[src/rtl/burst_col_gen.sv]
module burst_col_gen #(
  parameter int COL_W = 9
) (
  input  logic             clk,
  input  logic             rst_n,
  input  logic             start_i,
  input  logic             stop_i,
  input  logic [COL_W-1:0] start_col_i,
  input  logic [2:0]       len_code_i,
  input  logic             seq_or_ilv_i,
  input  logic             write_i,
  input  logic             one_wr_mode_i,
  output logic [COL_W-1:0] col_o,
  output logic             valid_o,
  output logic             last_o
);
  localparam int HI_LSB = 3;

  logic             act, ilv, page;
  logic [COL_W-1:0] base, beat, span;
  logic [COL_W-1:0] span_nx;
  logic             one_beat, page_nx;

  assign one_beat = write_i && one_wr_mode_i;
  assign page_nx  = (len_code_i == 3'd7) && !one_beat;

  always_comb begin
    case (len_code_i)
      3'd1:    span_nx = COL_W'(1);
      3'd2:    span_nx = COL_W'(3);
      3'd3:    span_nx = COL_W'(7);
      3'd7:    span_nx = '1;
      default: span_nx = '0;
    endcase
    if (one_beat) span_nx = '0;
  end

  logic [COL_W-1:0] low_bits;
  assign low_bits = ilv ? (base ^ beat) : (base + beat);
  assign col_o    = (base & ~span) | (low_bits & span);
  assign valid_o  = act;
  assign last_o   = act && !page && (beat == span);

  always_ff @(posedge clk) begin
    if (!rst_n) begin
      act  <= 1'b0;
      ilv  <= 1'b0;
      page <= 1'b0;
      base <= '0;
      beat <= '0;
      span <= '0;
    end else if (start_i) begin
      act  <= 1'b1;
      base <= start_col_i;
      beat <= '0;
      span <= span_nx;
      page <= page_nx;
      ilv  <= seq_or_ilv_i && !page_nx;
    end else if (stop_i) begin
      act <= 1'b0;
    end else if (act) begin
      if (last_o) act <= 1'b0;
      beat <= beat + 1'b1;
    end
  end

  a_r2_first_beat: assert property (@(posedge clk) disable iff (!rst_n)
    start_i |=> (valid_o && col_o == $past(start_col_i)));

  a_r5_upper_hold: assert property (@(posedge clk) disable iff (!rst_n)
    (valid_o && !page && $past(valid_o) && !$past(start_i))
      |-> (col_o[COL_W-1:HI_LSB] == $past(col_o[COL_W-1:HI_LSB])));

  a_r7_end_after_last: assert property (@(posedge clk) disable iff (!rst_n)
    (last_o && !start_i) |=> !valid_o);

  a_r7_last_is_valid: assert property (@(posedge clk) disable iff (!rst_n)
    last_o |-> valid_o);

  a_r8_stop_ends: assert property (@(posedge clk) disable iff (!rst_n)
    (stop_i && !start_i) |=> !valid_o);

  a_r9_one_beat_write: assert property (@(posedge clk) disable iff (!rst_n)
    (start_i && write_i && one_wr_mode_i) |=> last_o);

  a_r6_page_no_last: assert property (@(posedge clk) disable iff (!rst_n)
    (start_i && len_code_i == 3'd7 && !(write_i && one_wr_mode_i)) |=> !last_o);
endmodule

[config.mk]
export PLATFORM = sky130hd
export DESIGN_NAME = burst_col_gen
export DESIGN_NICKNAME = d
export VERILOG_FILES = /design/src/rtl/burst_col_gen.sv
export SDC_FILE = /design/constraint.sdc
export NUM_CORES = 1
export LEC_CHECK = 0
export BUFFER_PORTS_ARGS = -buffer_cell sky130_fd_sc_hd__buf_2
export CORE_ASPECT_RATIO = 1.1
export CORE_MARGIN = 4
export CORE_UTILIZATION = 49
export DETAILED_ROUTE_END_ITERATION = 6
export PLACE_DENSITY = 0.87
export SKIP_CTS_REPAIR_TIMING = 1
export SLEW_MARGIN = 30
export SYNTH_ARGS = -nofsm -noshare
export SYNTH_HDL_FRONTEND = slang
export SYNTH_SLANG_ARGS = --single-unit
[constraint.sdc]
create_clock -name clk -period 2 [get_ports clk]
set_input_delay 0.2 -clock clk [delete_from_list [all_inputs] [get_ports clk]]
set_output_delay 0.2 -clock clk [all_outputs]
set_load 0.05 [all_outputs]
# Word-level counts from Yosys, hierarchy flattened
# Cells that the tools add are included.
# op_classes
n_mux	7
add_sub_neg	2
n_eq_ne	5
bitwise	7
reduce_logical	10
# op_table
op	n
$pmux 9 s4	1
$and 9x9->9	2
$mux 9	2
$add 9x1->9 const B	1
$add 9x9->9	1
$eq 9x9->1	1
$not 9->9	1
$or 9x9->9	1
$xor 9x9->9	1
$eq 3x2->1 const B	2
$logic_and 1x1->1	5
$mux 1	4
$eq 3x1->1 const B	1
$eq 3x3->1 const B	1
$logic_not 1->1	3
$not 1->1	2
$reduce_and 2->1	1
$reduce_or 2->1	1
# word_totals
elab_cells	37
output_inout_bits	11
inputBits	19
reg_bits	30

# Depth between registers and ports, before layout
# logic_depth
depth_word	7
depth_mapped	8

# Least setup slack after synthesis
# Ideal clock, no wire load.
# synth_timing
path_kind	reg2reg
startpoint	reg act (netlist: valid_o)
endpoint	reg act (netlist: valid_o)
path_stages_with_launch	5
path_buffers	0
t_arrival_ns	2.649
path_slack_ns	-0.764
period_less_slack_ns	2.764
t_required_ns	1.885
setup_time_ns	0.115
cell_sequence	dfxtp_1 -> nand3b_1 -> nor4_1 -> nor2b_1 -> o21a_1
# synth_via
elab_chain_len	6
# synth_rtl
element	line_no	source
start, declared	19	logic act, ilv, page;
start signal, assigned	46	act <= 1'b0;
start signal, assigned	53	act <= 1'b1;
start signal, assigned	60	act <= 1'b0;
$logic_and 1x1->1 (2 in a row)	42	assign last_o = act && !page && (beat == span);
named net last_o	15	output logic last_o
$mux 1	62	if (last_o) act <= 1'b0;
$mux 1	61	end else if (act) begin
$mux 1	59	end else if (stop_i) begin
$mux 1	52	end else if (start_i) begin
# The timed path passes the listed nets, and every way through them passes these cells.
# A chain may end at the register's enable or synchronous reset.

# Worst setup path after layout
# layout_timing
startpoint	reg base[0]
endpoint	out col_o[6]
# layout_via
elab_chain_len	4
# layout_rtl
element	line_no	source
start, declared	20	logic [COL_W-1:0] base, beat, span;
start signal, assigned	54	base <= start_col_i;
$add 9x9->9	39	assign low_bits = ilv ? (base ^ beat) : (base + beat);
$mux 9	39	
$and 9x9->9	40	assign col_o = (base & ~span) | (low_bits & span);
$or 9x9->9	40	
end, declared	13	output logic [COL_W-1:0] col_o,
# No other way between the ends.

==> results.txt <==
outcome - finished with violations
violated checks - negative setup slack
Syn Area/Cell - 8.65 um^2
Req. time, crit path - 1.80 ns
ratio of cells with drive above 1 in the final layout - 44.6%
Startpoint Class - flop
Final Cell Area - 0.00225 mm^2
Slew headroom - 73.6%
die area - 0.00400 mm^2
Die Y - 66.0 um
Lkg Pwr - 0.982 nW
# clock sinks - 25
area grow syn2layout - 50.3%
wirelength, routed - 4700 um
Seq cells post-synth - 25
antenna cells - 0
CTS tree - yes
Reg area - 510 um^2
CORE AREA - 0.00285 mm^2
placed inst area - 0.00196 mm^2
Port Buffers - 29
Die X - 60.7 um
first-pass GRT wire length - 6330 um
Vias - 1535
DRT antenna net count - 0
CP Data Arrival Time - 2.47 ns
IO Pins - 30
Tmin final - 2.67 ns
row count - 20
Post-Place Setup Slack - -0.351 ns
initial DRC count - 65
filler cell count - 171
Final Core Density - 78.9%
setup TNS - -2.94 ns
maximum vdd drop - 0.000435 V
# nets final - 263
final setup vio count - 8
Initial Utilization - 52.5%
Root Driver - clkbuf_4
total CTS buffers - 3
Syn Std Cell Area - 0.00150 mm^2
Longest Clk Path Bufs - 2
fmax - 375 MHz
Post-DP HPWL - 2940 um
RSZ-0062 raised after global routing - yes
Power Density - 475 mW/mm^2
Clock Pin Slew Worst Setup and Hold Paths - 0.16 ns
Via density - 5.77
Crit Path Max Fanout - 2
worst-skew pair later-pin latency - 0.33 ns
Setup WS post-layout - -0.668 ns
worst-margin pin slew - 0.396 ns
Setup CP Type - flop to primary output
endpoints failing hold - 0
TritonRoute pass-1 iters - 4
Slew Limit Fails - 0
multi-input combinational cell area - 0.00118 mm^2
H-tree depth reported by CTS - 1
Ys Warns - 0
DR WL/cell - 17.7 um
Cells after DPL - 258
RD Place Congestion - 0.890
final period utilization - 133%
Final Skew - 0.00728 ns
post-synthesis cell type count - 34
maximum number of pins on one net before global-route repair - 16
syn_nets - 202
total global routing overflow - 0
initial antenna violation count - 0
GRT Overall Usage - 20.8%
Post-Syn Instances - 173
Max Cap Viol - 0
# DRC - 0
HP Class - primary input to flop
Seq/Total Area, Yosys - 33.4%
vias in the first global route - 1534
fin cells - 266
CP endpoint kind - primary output
area by class of cell:
cell class              count  area share, %
flip-flops and latches     25           22.7
clock inverters             1          0.222
multi-input cells         137           52.4
clock buffers               3           1.00
repair buffers             63           21.1
well taps                  33           1.84
inverters                   4          0.667
power by group:
part	internal, mW	switching (mW)	total (mW)	leakage [nW]
clock network	0.0752	0.177	0.252	0.0177
registers	0.516	0.0205	0.536	0.207
logic	0.126	0.153	0.279	0.757
placed cells by master, fill, tap and decap left out, types with 3 or more instances in the layout:
| cell type | synthesis | layout |
|---|---|---|
| clkbuf_4 | 0 | 3 |
| inv_1 | 4 | 3 |
| ha_1 | 9 | 5 |
| nor2b_1 | 12 | 12 |
| mux2_4 | 0 | 3 |
| dfxtp_2 | 0 | 5 |
| mux2i_1 | 10 | 9 |
| ha_4 | 0 | 4 |
| buf_2 | 4 | 20 |
| nor2_1 | 18 | 16 |
| nand2_1 | 15 | 15 |
| xor2_1 | 8 | 7 |
| buf_6 | 1 | 8 |
| buf_4 | 0 | 32 |
| nand4_1 | 3 | 3 |
| nand2b_1 | 4 | 3 |
| nand3_1 | 5 | 5 |
| dfxtp_1 | 25 | 19 |
| xnor2_1 | 8 | 5 |
| a21oi_1 | 11 | 8 |
| o21ai_0 | 6 | 4 |
| buf_8 | 0 | 3 |
worst paths after layout:
kind | start | to | slack, ns | cells after the start
hold / removal | len_code_i[2] | span[7] | 0.10 | 3
setup reg to reg | beat[1] | beat[6] | 0.48 | 6
hold reg to reg | page | page | 0.47 | 2
setup / recovery | base[0] | col_o[6] | -0.67 | 10
sequential cells by signal (all words and copies together) (netlist names):
name and flops:
ilv 1, span 4, base 9, beat 9, valid_o 1, page 1
layer usage:
layer	track usage [%]	wire, um
met4	7.05	183
met3	3.13	201
met5	0	0
met1	22.5	1600
met2	39.4	2710
logic make-up (layout without fill, tap and decap cells):
group / after synthesis / after routing / synth area share [%]
and+or+nand+nor: 67 / 67 / 22.3
AOI/OAI and AO/OA: 30 / 30 / 12.7
DFF: 25 / 25 / 33.4
xor gates and xnor gates: 16 / 16 / 9.36
muxes: 14 / 14 / 9.70
buffers and inverters: 11 / 71 / 3.60
adders and majority gates: 10 / 10 / 8.86
synthesized netlist by cell type (all sizes together):
cell | instances | share of area [%]
a31oi | 3 | 1.3
nor2 | 18 | 4.5
nand2b | 4 | 1.7
nand3b | 2 | 1.0
o21ai | 6 | 2.0
nor2b | 12 | 5.0
mux2 | 4 | 3.0
and3 | 2 | 0.84
clkbuf | 2 | 0.50
a21boi | 1 | 0.50
a21o | 2 | 1.0
a211oi | 2 | 1.7
nor3 | 1 | 0.33
inv | 4 | 1.0
o22ai | 1 | 0.42
or3 | 2 | 0.84
nor4 | 2 | 0.84
xnor2 | 8 | 4.7
o21a | 1 | 0.50
nand4 | 3 | 1.3
nand3 | 5 | 1.7
dfxtp | 25 | 33
o32ai | 1 | 0.59
mux2i | 10 | 6.7
xor2 | 8 | 4.7
buf | 5 | 2.1
a2bb2oi | 1 | 0.59
ha | 9 | 7.5
o21bai | 1 | 0.50
and4 | 1 | 0.59
fa | 1 | 1.3
a21oi | 11 | 3.7
nand2 | 15 | 3.8
through the flow:
| step | power (mW) | hold WS, ns |
|---|---|---|
| floorplan | 0.695 | 0.317 |
| global placement | 0.766 | 0.445 |
| detailed placement | 0.775 | 0.453 |
| CTS | 1.00 | 0.111 |
| global route | 1.12 | 0.114 |
| finish | 1.07 | 0.105 |
critical path: stages, from the launching register on:
cell and delay (ns):
dfxtp_2 0.39, ha_4 0.15, inv_2 0.03, fa_2 0.35, nand2b_4 0.16, a211oi_4 0.23, buf_4 0.18, a31oi_4 0.07
xnor2_1 0.15, mux2_4 0.27, buf_8 0.15
(Power assumes the default switching activity.)
